$ cat config.mk
export PLATFORM = sky130hd
export DESIGN_NAME = lru_group_arbiter
export DESIGN_NICKNAME = d
export VERILOG_FILES = /design/src/rtl/arb_pkg.sv /design/src/rtl/arb_lru_order.sv /design/src/rtl/arb_datapath.sv /design/src/rtl/arb_ctrl.sv /design/src/rtl/lru_group_arbiter.sv
export SDC_FILE = /design/constraint.sdc
export NUM_CORES = 1
export LEC_CHECK = 0
export ABC_AREA = 1
export BUFFER_PORTS_ARGS = -buffer_cell sky130_fd_sc_hd__buf_4
export CAP_MARGIN = 30
export CORE_MARGIN = 5
export CORE_UTILIZATION = 49
export DETAILED_ROUTE_END_ITERATION = 8
export PLACE_DENSITY = 0.8
export SLEW_MARGIN = 5
export SYNTH_ARGS = -nofsm -noshare
export SYNTH_HDL_FRONTEND = slang
export SYNTH_SLANG_ARGS = --single-unit
$ cat constraint.sdc
create_clock -name clk -period 2.19 [get_ports clk]
set_input_delay 0.438 -clock clk [delete_from_list [all_inputs] [get_ports clk]]
set_output_delay 0.438 -clock clk [all_outputs]
set_load 0.01 [all_outputs]
$ cat src/rtl/arb_pkg.sv
package arb_pkg;

  localparam int NUM_GRP   = 4;
  localparam int CNT_W     = 2;
  localparam int REG_W     = 32;
  localparam int BC_LSB    = 26;
  localparam int EXT_LSB   = 12;
  localparam int HP_LSB    = 2;

  // control -> datapath strobes
  typedef struct packed {
    logic loadGrant;
    logic nextService;
    logic endSeq;
  } ctrlStrobe_t;

  // datapath -> control status
  typedef struct packed {
    logic anyEligible;
    logic lastService;
    logic curEligible;
  } dpStatus_t;

endpackage

$ cat src/rtl/arb_lru_order.sv
module arb_lru_order #(
  parameter int NUM_GRP = arb_pkg::NUM_GRP,
  localparam int IDX_W  = $clog2(NUM_GRP)
) (
  input  logic               clk,
  input  logic               rstN,
  input  logic               touchEn,
  input  logic [IDX_W-1:0]   touchIdx,
  input  logic [NUM_GRP-1:0] eligible,
  output logic [IDX_W-1:0]   pickIdx
);

  // orderQ[0] is least recently served, orderQ[NUM_GRP-1] most recent
  logic [IDX_W-1:0] orderQ [NUM_GRP];
  logic [IDX_W-1:0] orderD [NUM_GRP];

  always_comb begin
    pickIdx = '0;
    for (int p = NUM_GRP - 1; p >= 0; p--) begin
      if (eligible[orderQ[p]]) pickIdx = orderQ[p];
    end
  end

  always_comb begin
    int j;
    j = 0;
    for (int p = 0; p < NUM_GRP; p++) orderD[p] = orderQ[p];
    if (touchEn) begin
      for (int p = 0; p < NUM_GRP; p++) begin
        if (orderQ[p] != touchIdx) begin
          orderD[j] = orderQ[p];
          j = j + 1;
        end
      end
      orderD[NUM_GRP-1] = touchIdx;
    end
  end

  always_ff @(posedge clk) begin
    for (int p = 0; p < NUM_GRP; p++) begin
      if (!rstN) orderQ[p] <= IDX_W'(p);
      else       orderQ[p] <= orderD[p];
    end
  end

endmodule

$ cat src/rtl/arb_datapath.sv
module arb_datapath
  import arb_pkg::*;
#(
  parameter int NUM_GRP = arb_pkg::NUM_GRP,
  parameter int CNT_W   = arb_pkg::CNT_W,
  localparam int IDX_W  = $clog2(NUM_GRP),
  localparam int EXT_W  = NUM_GRP * CNT_W
) (
  input  logic               clk,
  input  logic               rstN,
  input  ctrlStrobe_t        strobe,
  input  logic [NUM_GRP-1:0] reqValid,
  input  logic [NUM_GRP-1:0] burstReady,
  input  logic               cfgWrEn,
  input  logic [REG_W-1:0]   cfgWrData,
  output logic [REG_W-1:0]   cfgRdData,
  output dpStatus_t          status,
  output logic [NUM_GRP-1:0] grantOneHot,
  output logic [IDX_W-1:0]   grantIdx
);

  localparam logic [CNT_W-1:0] ONE_SVC = CNT_W'(1);
  localparam logic [REG_W-1:0] WR_MASK =
      (REG_W'({NUM_GRP{1'b1}}) << BC_LSB) |
      (REG_W'({EXT_W{1'b1}})   << EXT_LSB) |
      (REG_W'({NUM_GRP{1'b1}}) << HP_LSB);
  localparam logic [REG_W-1:0] CFG_RST =
      REG_W'({NUM_GRP{ONE_SVC}}) << EXT_LSB;

  logic [REG_W-1:0]   cfgQ;
  logic [NUM_GRP-1:0] gateMask;
  logic [NUM_GRP-1:0] prioMask;
  logic [EXT_W-1:0]   extField;
  logic [NUM_GRP-1:0] eligible;
  logic [NUM_GRP-1:0] prioHit;
  logic [IDX_W-1:0]   prioIdx;
  logic [IDX_W-1:0]   lruIdx;
  logic [IDX_W-1:0]   winIdx;
  logic [CNT_W-1:0]   winLen;
  logic               grantValidQ;
  logic [IDX_W-1:0]   grantIdxQ;
  logic [CNT_W-1:0]   svcLeftQ;

  // configuration register
  always_ff @(posedge clk) begin
    if (!rstN)        cfgQ <= CFG_RST;
    else if (cfgWrEn) cfgQ <= cfgWrData & WR_MASK;
  end

  assign cfgRdData = cfgQ;
  assign gateMask  = cfgQ[BC_LSB +: NUM_GRP];
  assign prioMask  = cfgQ[HP_LSB +: NUM_GRP];
  assign extField  = cfgQ[EXT_LSB +: EXT_W];

  // eligibility per group
  genvar g;
  generate
    for (g = 0; g < NUM_GRP; g++) begin : g_elig
      assign eligible[g] = reqValid[g] & (~gateMask[g] | burstReady[g]);
    end
  endgenerate

  assign prioHit = eligible & prioMask;

  always_comb begin
    prioIdx = '0;
    for (int k = NUM_GRP - 1; k >= 0; k--) begin
      if (prioHit[k]) prioIdx = IDX_W'(k);
    end
  end

  arb_lru_order #(.NUM_GRP(NUM_GRP)) u_order (
    .clk      (clk),
    .rstN     (rstN),
    .touchEn  (strobe.endSeq),
    .touchIdx (grantIdxQ),
    .eligible (eligible),
    .pickIdx  (lruIdx)
  );

  assign winIdx = (|prioHit) ? prioIdx : lruIdx;

  always_comb begin
    winLen = extField[winIdx * CNT_W +: CNT_W];
    if (winLen == '0) winLen = ONE_SVC;
  end

  // grant state
  always_ff @(posedge clk) begin
    if (!rstN) begin
      grantValidQ <= 1'b0;
      grantIdxQ   <= '0;
      svcLeftQ    <= '0;
    end else if (strobe.loadGrant) begin
      grantValidQ <= 1'b1;
      grantIdxQ   <= winIdx;
      svcLeftQ    <= winLen;
    end else if (strobe.endSeq) begin
      grantValidQ <= 1'b0;
    end else if (strobe.nextService) begin
      svcLeftQ    <= svcLeftQ - ONE_SVC;
    end
  end

  generate
    for (g = 0; g < NUM_GRP; g++) begin : g_onehot
      assign grantOneHot[g] = grantValidQ && (grantIdxQ == IDX_W'(g));
    end
  endgenerate

  assign grantIdx           = grantIdxQ;
  assign status.anyEligible = |eligible;
  assign status.lastService = (svcLeftQ == ONE_SVC);
  assign status.curEligible = eligible[grantIdxQ];

endmodule

$ cat src/rtl/arb_ctrl.sv
module arb_ctrl
  import arb_pkg::*;
(
  input  logic        clk,
  input  logic        rstN,
  input  logic        serviceDone,
  input  dpStatus_t   status,
  output ctrlStrobe_t strobe
);

  typedef enum logic {ST_IDLE, ST_BUSY} arbState_t;

  arbState_t stateQ;
  arbState_t stateD;

  always_comb begin
    stateD = stateQ;
    strobe = '0;
    case (stateQ)
      ST_IDLE: begin
        if (status.anyEligible) begin
          strobe.loadGrant = 1'b1;
          stateD           = ST_BUSY;
        end
      end
      ST_BUSY: begin
        if (serviceDone) begin
          if (status.lastService || !status.curEligible) begin
            strobe.endSeq = 1'b1;
            stateD        = ST_IDLE;
          end else begin
            strobe.nextService = 1'b1;
          end
        end
      end
      default: stateD = ST_IDLE;
    endcase
  end

  always_ff @(posedge clk) begin
    if (!rstN) stateQ <= ST_IDLE;
    else       stateQ <= stateD;
  end

endmodule

$ cat src/rtl/lru_group_arbiter.sv
module lru_group_arbiter
  import arb_pkg::*;
#(
  parameter int NUM_GRP = arb_pkg::NUM_GRP,
  parameter int CNT_W   = arb_pkg::CNT_W,
  localparam int IDX_W  = $clog2(NUM_GRP)
) (
  input  logic               clk,
  input  logic               rstN,
  input  logic [NUM_GRP-1:0] reqValid,
  input  logic [NUM_GRP-1:0] burstReady,
  input  logic               serviceDone,
  input  logic               cfgWrEn,
  input  logic [REG_W-1:0]   cfgWrData,
  output logic [REG_W-1:0]   cfgRdData,
  output logic [NUM_GRP-1:0] grantOneHot,
  output logic [IDX_W-1:0]   grantIdx
);

  ctrlStrobe_t strobe;
  dpStatus_t   status;

  arb_ctrl u_ctrl (
    .clk         (clk),
    .rstN        (rstN),
    .serviceDone (serviceDone),
    .status      (status),
    .strobe      (strobe)
  );

  arb_datapath #(.NUM_GRP(NUM_GRP), .CNT_W(CNT_W)) u_dp (
    .clk         (clk),
    .rstN        (rstN),
    .strobe      (strobe),
    .reqValid    (reqValid),
    .burstReady  (burstReady),
    .cfgWrEn     (cfgWrEn),
    .cfgWrData   (cfgWrData),
    .cfgRdData   (cfgRdData),
    .status      (status),
    .grantOneHot (grantOneHot),
    .grantIdx    (grantIdx)
  );

endmodule

## Word level (Yosys, flattened, before mapping)

Memory sizes are Yosys's and may differ from the RTL's.
Cells that the tools add are included.

| cells by class | value |
|---|---|
| add/subtract/negate cells | 3 |
| $lt $le $gt $ge | 11 |
| equality and inequality tests | 9 |
| shifts and indexed selects | 1 |
| muxes and demuxes | 61 |
| bitwise gates (word level) | 21 |
| reduce and logical (&&, ||, !) cells | 16 |

Operator list:

| kind | count |
|---|---|
| 32-bit two-way mux | 5 |
| 32-bit by 3-bit greater-or-equal comparator with 1-bit output, second input constant | 3 |
| 32-bit by 1-bit < comparator with 1-bit output, second input constant | 3 |
| 32-bit NOT | 3 |
| 32-bit by 2-bit adder with 32-bit output, second input constant | 2 |
| 8-bit two-way mux | 6 |
| 2-bit two-way mux | 23 |
| 8-bit bitwise mux | 3 |
| 2-bit by 3-bit < comparator with 1-bit output, second input constant | 5 |
| 1-bit two-way mux | 15 |
| 2-bit demux with 2-bit select | 3 |
| 1-bit binary-select mux with 2-bit select | 5 |
| 2-bit inequality test | 4 |
| 1-bit bitwise OR | 8 |
| 4-bit OR reduction | 2 |
| 8-bit by 4-bit variable part select with 2-bit output | 1 |
| 1-bit logical AND | 7 |
| 1-bit NOT | 5 |
| 1-bit bitwise AND | 4 |
| 4-bit bitwise AND | 1 |
| 2-bit by 1-bit equality test with 1-bit output, second input constant | 2 |
| 2-bit equality test, second input constant | 2 |
| 2-bit zero test | 2 |
| 2-bit nonzero test | 2 |
| other kinds (6) | 6 |

| word-level totals | value |
|---|---|
| flip-flop bits (word level) | 22 |
| memory bits (writable) | 8 |
| output and inout port bits | 38 |
| logic and storage cells | 128 |
| memories kept | 1 |

Memory list:

| memory | depth | width | read ports | clocked after memory_dff | wr ports | line | source |
|---|---|---|---|---|---|---|---|
| u_dp.u_order.orderQ | 4 | 2 | 4 | 0 | 4 | arb_lru_order.sv:14 | `logic [IDX_W-1:0] orderQ [NUM_GRP];` |

## Longest topological paths before layout

Gate-level depths: netlist of the first run.

| logic depth | value |
|---|---|
| depth in word-level cells | 26 |
| depth in mapped cells | 19 |

## Cells and area by module

A second synthesis of the first run with hierarchy kept.

| unflattened totals | value |
|---|---|
| cells, all modules | 330 |
| area, all modules | 2139.6 um^2 |

Modules (own cells, without submodules):

| module | times used | cells each | area an instance (um^2) | sequential area each (um^2) |
|---|---|---|---|---|
| arb_datapath | 1 | 175 | 1233.7 | 420.4 |
| arb_lru_order | 1 | 145 | 843.3 | 160.2 |
| arb_ctrl | 1 | 10 | 62.6 | 20.0 |

## Worst setup path before layout of the first run

OpenSTA, ideal clock, no wires.

| timing | value |
|---|---|
| path type | register to register |
| start point | reg u_dp.grantIdxQ[0], in the netlist u_dp.grantIdx[0] |
| end point | mem u_dp.u_order.orderQ[1][0] (netlist bit) |
| setup time | 0.070 ns |
| data arrival time | 1.917 ns |
| data required time | 2.120 ns |
| setup slack | 0.203 ns |
| stages on the path, launching flop included | 14 |
| period minus slack after synthesis | 1.987 ns |
| path through | dfxtp_1 buf_6 xnor2_1 and3_1 inv_1 ha_1 inv_1 nor2_4 inv_2 nand2_2 nand3_2 nor3_2 o21ai_1 a21oi_1 |

RTL lines:

| element | line | source |
|---|---|---|
| from (decl) | arb_datapath.sv:41 | `logic [IDX_W-1:0] grantIdxQ;` |
| from (signal assigned) | arb_datapath.sv:96 | `grantIdxQ <= winIdx;` |
| to (decl) | arb_lru_order.sv:14 |  |

==> impl_results.md, run 1 <==
* Count of vias placed by the detailed router at 2111
* CP Max Fanout at 4
* Setup violations, final at 0
* Post-synth EDFFs at 0
* Footprint of the multi-input gates at 1300 um^2
* Mux share of post-synthesis cell area at 0%
* Starting Density at 49.9%
* Floorplan Core Area at 4320 um^2
* Peak ir drop on the vdd network at roughly 0.00050 V
* Total wire length at 5.42 mm
* I/O pin cnt at roughly 80
* Global placer's final weighted congestion at 0.894
* Post-synthesis sequential element count at 30
* Diodes inserted at 0
* Residual DRC at 0
* TritonCTS clock tree: built
* Upper clock frequency limit at 0.500 GHz
* Leftover overflow at the end of global routing at 0
* CTS Buf Count at 5
* # H-tree levels at 2
* Die area at roughly 6000 um^2
* Total chip power at 2130 uW
* Clock edge transition at the registers on the reported setup and hold paths at 0.07 ns
* Number of buffers added to fix hold violations after cts at 0
* Minimum clock period after layout at between 1.5 and 2 ns
* Number of cells traversed by the worst hold path at 3
* Share of final-layout standard cells stronger than drive strength 1 at 31.2%
* Simple-gate share of the synthesized area at 37.9%
* Count of cell types in the netlist at 40
* Flip-flop cell with the highest count after synthesis: dfxtp_1
* Pwr/cell area at about 800 nW/um^2
* Number of failing hold endpoints at the final stage at 0
* Leak pwr at 0.00130 uW
* Fin crit share at 91.3%
* Dominant cells by area after synthesis: dfxtp_1 28%, nand2_1 12%, nand3_1 6.0%
* Xor/xnor share of the synthesized area at 1.62%
* Top cells by count, synth: 71 x nand2_1, 30 x dfxtp_1, 28 x nor2_1
* Wire length of the first global-routing pass at ~9.2 mm
* Main combinational cell family by area after synthesis: simple AND/OR/NAND/NOR gates
* GRT Resource Usage Total at 18.7%
* Maximum count of clock buffers along a single path at 2
* Top-area cell type share of the netlist area at 27.8%
* Net count, final at 411
* Kind of end point of the critical path: register
* Pin count of the biggest net entering global routing at 26
* Post-synthesis to final-layout area growth at 22.4%
* First-pass iteration count of the detailed router at 4
* Min-delay worst type: in2reg
* Clock tree sinks at 30
* Post-detailed-placement half-perimeter wirelength at between 4 and 5 mm
* Gate Count Post-Synth at 311
* Area fraction in compound gates after synthesis at 16.4%
* Post-synthesis adder-cell area fraction at 1.74%
* Share of flip-flops with an asynchronous set or reset after synthesis at 0%
* Final max-slew violation count at 0
* Via-per-instance ratio at 5.06
* Post-DR wirelength/cell at 13.0 um
* Total of fill cells in the finished design at 424
* Post-Layout Cell Count at 417
* Ys Warns at 0
* Required time of the critical path at 2.35 ns
* Setup Skew at 0.00355 ns
* Share of the yosys chip area belonging to registers at between 20% and 30%
* DR iter-0 viols at 219
* Final worst setup slack at 0.191 ns
* Most numerous cell in the Yosys netlist: nand2_1
* Initial antenna violation count at 0
* Port Buffer Count at 49
* Clock latency on the worst-skew pair at 0.28 ns
* Via count of the first global-routing pass at about 2100
* Final-layout setup total negative slack at 0 ns
* Overall die width at 76.4 um
* Final ANT Viol Nets at 0
* Utilization of the core after routing at 61.1%
* Die height at 76.4 um
* Worst setup slack after placement at 0.130 ns
* Startpoint type of the worst setup path: register
* DP Cell Count at 408
* Worst r2r path cells at 12
* Mean Syn Cell Area at a little under 7 um^2
* Flip-flop and latch area at about 610 um^2
* Number of rows in the core area at 24
* Critical path start-end classification: reg2reg
* Root Driver: clkbuf_8
* RSZ-0062 raised after global routing: no
* Area of the mapped netlist at 2160 um^2
* Worst path arrival time at 2.16 ns
* Most area-hungry cell type in the Yosys netlist: dfxtp_1
* Result of the run: finished, final reports clean
* Max Cap Violations at 0
## timing repair
action	4_1_cts	5_1_grt
endpoints found under the setup margin	0	5
resized for setup	0	8
setup buffers	0	1
## cells by family after synthesis
| logic type | Yosys count |
|---|---|
| xor gates and xnor gates | 4 |
| AOI/OAI and AO/OA | 50 |
| buffers and inverters | 60 |
| adders and majority gates | 3 |
| other | 1 |
| and+or+nand+nor | 163 |
| DFF | 30 |
## critical path: stages (launching register included)
cell      delay, ns
dfxtp_4        0.37
xnor2_1        0.14
and3_1         0.19
inv_1          0.08
ha_1           0.28
inv_1          0.11
nor2_4         0.06
inv_2          0.08
nand2_2        0.06
nand3_2        0.12
o21ai_0        0.10
o221ai_1       0.19
o21ai_1        0.10
## routing by layer
layer  vias to the layer above  global-route usage [%]  part of all wire (%)
met5                         -                       0                     0
met3                         6                    5.56                   6.5
met4                         0                    5.77                   1.1
met1                       959                    20.8                    42
met2                        57                    33.9                    51
li1                       1089                       -                     -
## where the power goes
part / total [uW] / internal, uW / switching (uW)
clock network: 554 / 339 / 215
registers: 678 / 607 / 71.1
logic: 900 / 360 / 540
total: 2130 / 1310 / 826
## sequential cells by signal, summed over array words and instances (netlist names)
register / flops
u_ctrl.stateQ: 1
u_dp.grantIdx: 2
u_dp.u_order.orderQ: 8
u_dp.cfgRdData: 16
u_dp.grantValidQ: 1
u_dp.svcLeftQ: 2
## cell type report
cell class	instances	area share, %
timing repair buffer	54	15.3
tap	52	2.46
clock buffer	6	2.75
sequential	30	23.2
inverter	37	5.50
multi-input combinational	236	49.3
clock inverter	2	1.42
## placed cells by master, fill, tap and decap left out, types with 5 or more instances in the layout
cell | netlist | layout
nand2_2 | 10 | 10
o21ai_0 | 20 | 19
inv_1 | 25 | 25
inv_2 | 8 | 8
a21oi_1 | 10 | 10
nor3_1 | 6 | 6
nand2_1 | 71 | 71
nor2_1 | 28 | 28
nand3_2 | 6 | 6
buf_4 | 17 | 54
nand2_4 | 5 | 5
dfxtp_1 | 30 | 26
clkbuf_8 | 0 | 5
nand3_1 | 26 | 26
conb_1 | 1 | 16
## path summary, 6_finish.rpt
kind / start / endpoint / slack (ns)
max reg2reg: u_dp.grantIdx[0]$_SDFFE_PN0P_ / u_dp.u_order.orderQ[0][0]$_SDFFE_PN0P_ / 0.19
min reg2reg: u_ctrl.stateQ$_SDFF_PN0_ / u_ctrl.stateQ$_SDFF_PN0_ / 0.48
max: u_dp.grantIdx[0]$_SDFFE_PN0P_ / u_dp.u_order.orderQ[0][0]$_SDFFE_PN0P_ / 0.19
min: cfgWrData[18] / u_dp.cfgRdData[18]$_SDFFE_PN1P_ / 0.36
## through the flow
step	area, um^2	hold WS [ns]
after CTS	2620	0.357
after floorplan	2210	0.449
final	2640	0.362
after global placement	2510	0.461
after detailed placement	2510	0.472
after global routing	2640	0.358
No activity file was read; power rests on OpenSTA's default activity.
==> run 2, diff against run 1 <==
--- a/config.mk
+++ b/config.mk
@@ -14,2 +14,3 @@
 export PLACE_DENSITY = 0.8
+export REMOVE_ABC_BUFFERS = 1
 export SLEW_MARGIN = 5
==> constraint.sdc (replaced) <==
create_clock -name clk -period 2.1 [get_ports clk]
set_input_delay 0.315 -clock clk [delete_from_list [all_inputs] [get_ports clk]]
set_output_delay 0.315 -clock clk [all_outputs]
set_load 0.01 [all_outputs]
==> run 2 against run 1 <==
  * Critical path depth is 1 lower
  * Combinational power is 8.0% higher
  * Global-route usage is 0.87 points lower
  * Sequential share of layout area is 0.27 points lower
  * Hold slack worse by 0.12 ns
  * Wire length is 4.5% lower
  * Sequential power is 2.9% higher
  * Clock power is 15% lower
  * Count of clock-buffer cells in the layout is 1 higher
  * Maximum frequency is 1.6% higher
  * Final cell count is 0.72% higher
==> impl_results.md, run 2 (same netlist as run 1, synthesis figures left out) <==
* Total chip power at 2140 uW (+0.44%)
* Result of the run: finished, final reports clean
* Total of fill cells in the finished design at 426 (+0.47%)
* First-pass iteration count of the detailed router at 4 (unchanged)
* GRT Resource Usage Total at 17.9% (-0.87 points)
* # H-tree levels at 2 (unchanged)
* RR Startpoint: u_dp.grantIdx[0]$_SDFFE_PN0P_
* Required time of the critical path at 2.26 ns (-0.09 ns)
* Upper clock frequency limit at 0.508 GHz (+1.6%)
* Pwr/cell area at 810 nW/um^2 (+0.30%)
* RSZ-0062 raised after global routing: no
* Clock tree sinks at 30 (unchanged)
* Leak pwr at 0.00131 uW (+0.70%)
* Number of cells traversed by the worst hold path at 3 (unchanged)
* DP Cell Count at 411 (+0.74%)
* Net count, final at 414 (+0.73%)
* Share of final-layout standard cells stronger than drive strength 1 at 32.3% (+1.1 points)
* Worst r2r path cells at 11 (-1)
* Final ANT Viol Nets at 0 (unchanged)
* Global placer's final weighted congestion at 0.889 (-0.56%)
* Overall die width at 76.4 um (unchanged)
* Number of failing hold endpoints at the final stage at 0 (unchanged)
* Count of vias placed by the detailed router at 2110 (-0.047%)
* Setup violations, final at 0 (unchanged)
* Fin crit share at 93.7% (+2.4 points)
* Via-per-instance ratio at 5.02 (-0.76%)
* Max Cap Violations at 0 (unchanged)
* CP Max Fanout at 4 (unchanged)
* DR iter-0 viols at 98 (-55%)
* Number of buffers added to fix hold violations after cts at 0 (unchanged)
* Die area at 5830 um^2 (unchanged)
* I/O pin cnt at 82 (unchanged)
* Peak ir drop on the vdd network at 0.000401 V (-19%)
* Residual DRC at 0 (unchanged)
* Minimum clock period after layout at 1.97 ns (-0.0314 ns)
* Floorplan Core Area at 4320 um^2 (unchanged)
* Detailed-routing wirelength on met1 at 2.33 mm (+3.5%)
* Pin count of the biggest net entering global routing at 26 (unchanged)
* Kind of end point of the critical path: register
* Clock latency on the worst-skew pair at 0.27 ns (about the same)
* Post-detailed-placement half-perimeter wirelength at 4.05 mm (-4.3%)
* Initial antenna violation count at 0 (unchanged)
* TritonCTS clock tree: built
* Diodes inserted at 0 (unchanged)
* Number of rows in the core area at 24 (unchanged)
* Maximum count of clock buffers along a single path at 2 (unchanged)
* Clock edge transition at the registers on the reported setup and hold paths at 0.06 ns (about the same)
* Largest register FFs at 16 (unchanged)
* Uppermost metal layer occupied by signal nets: met4
* Startpoint type of the worst setup path: register
* Leftover overflow at the end of global routing at 0 (unchanged)
* Total wire length at 5.17 mm (-4.5%)
* Beginning of the worst hold path: cfgWrData[12]
* Most frequent standard cell in the layout excluding fill and tap cells: nand2_1
* Critical path start-end classification: reg2reg
* End of the worst register-to-register path: u_dp.u_order.orderQ[0][0]$_SDFFE_PN0P_
* Slack of the worst reg-to-reg path at 0.13 ns (-0.06 ns)
* Die height at 76.4 um (unchanged)
* Root Driver: clkbuf_8
* Post-DR wirelength/cell at 12.3 um (-5.2%)
* End point of the most critical hold path: u_dp.cfgRdData[12]$_SDFFE_PN1P_
* Setup Skew at 0.00365 ns (+0.0000948 ns)
* Worst path arrival time at 2.12 ns (-0.04 ns)
* Top library cells by usage in the layout, fill and taps aside: 71 x nand2_1, 57 x buf_4, 28 x nor2_1
* Post-synthesis to final-layout area growth at 22.6%
* Amount of wire on met2 after detailed routing at 2.56 mm (-6.8%)
* Final max-slew violation count at 0 (unchanged)
* Port Buffer Count at 49 (unchanged)
* Wire length of the first global-routing pass at 8.87 mm (-3.4%)
* Starting Density at 49.9% (unchanged)
* Via count of the first global-routing pass at 2021 (-2.8%)
* CTS Buf Count at 5 (unchanged)
* Total met3 wirelength after detailed routing at 227 um (-36%)
* Min-delay worst type: in2reg
* Final-layout setup total negative slack at 0 ns (unchanged)
* Post-Layout Cell Count at 420 (+0.72%)
-- run 2: report_power, final --
| group | total (uW) | internal [uW] | leakage, uW | switching (uW) |
|---|---|---|---|---|
| Clock | 471 | 264 | 0.0000482 | 208 |
| Combinational | 972 | 387 | 0.00102 | 585 |
| Sequential | 698 | 633 | 0.000249 | 65.5 |
-- run 2: what timing repair did --
action	CTS	global route
gates resized for setup	0	7
buffers inserted	0	1
endpoints found under the setup margin	0	5
-- run 2: worst max-delay path by stage --
stage,startpoint,endpoint,slack (ns)
3_3_place_gp,u_dp.grantIdx[0]$_SDFFE_PN0P_,u_dp.u_order.orderQ[0][0]$_SDFFE_PN0P_,0.12
5_1_grt,u_dp.grantIdx[0]$_SDFFE_PN0P_,u_dp.u_order.orderQ[0][0]$_SDFFE_PN0P_,0.01
6_report,u_dp.grantIdx[0]$_SDFFE_PN0P_,u_dp.u_order.orderQ[0][0]$_SDFFE_PN0P_,0.13
3_5_place_dp,u_dp.grantIdx[0]$_SDFFE_PN0P_,u_dp.u_order.orderQ[1][0]$_SDFFE_PN0P_,0.07
4_1_cts,u_dp.grantIdx[0]$_SDFFE_PN0P_,u_dp.u_order.orderQ[1][0]$_SDFFE_PN0P_,0.06
2_1_floorplan,u_dp.grantIdx[1]$_SDFFE_PN0P_,u_dp.u_order.orderQ[1][0]$_SDFFE_PN0P_,-0.06
-- run 2: worst max-delay path: stages, from the launching register on --
cell and delay [ns]:
dfxtp_2 0.35, xnor2_1 0.17, and3_1 0.20, inv_1 0.07
ha_1 0.29, inv_2 0.05, nor2_4 0.13, nand2_1 0.11
nand3_2 0.12, o21ai_0 0.10, o221ai_1 0.16, o21ai_0 0.10
-- run 2: final cells by class --
type	count	area (um^2)	area share [%]
flip-flops and latches	30	607	22.9
clock inverters	1	5.00	0.189
clock buffers	7	86.3	3.26
well taps	52	65.1	2.46
multi-input cells	236	1310	49.5
inverters	37	145	5.49
repair buffers	57	428	16.2
-- run 2: routing by layer --
layer,up-vias,GRT usage [%]
met5,-,0
met4,0,5.77
met3,6,3.55
met2,51,30.7
met1,960,22.2
li1,1093,-
-- run 2: through the flow --
stage	instance area, um^2	utilization, %	worst slack, ns	hold slack (ns)
after floorplan	2050	-	-0.0603	0.384
after global placement	2530	58.6	0.117	0.462
after detailed placement	2530	58.6	0.0742	0.468
after CTS	2630	60.7	0.0562	0.243
after global routing	2650	61.2	0.0123	0.247
final	2650	61.2	0.133	0.246
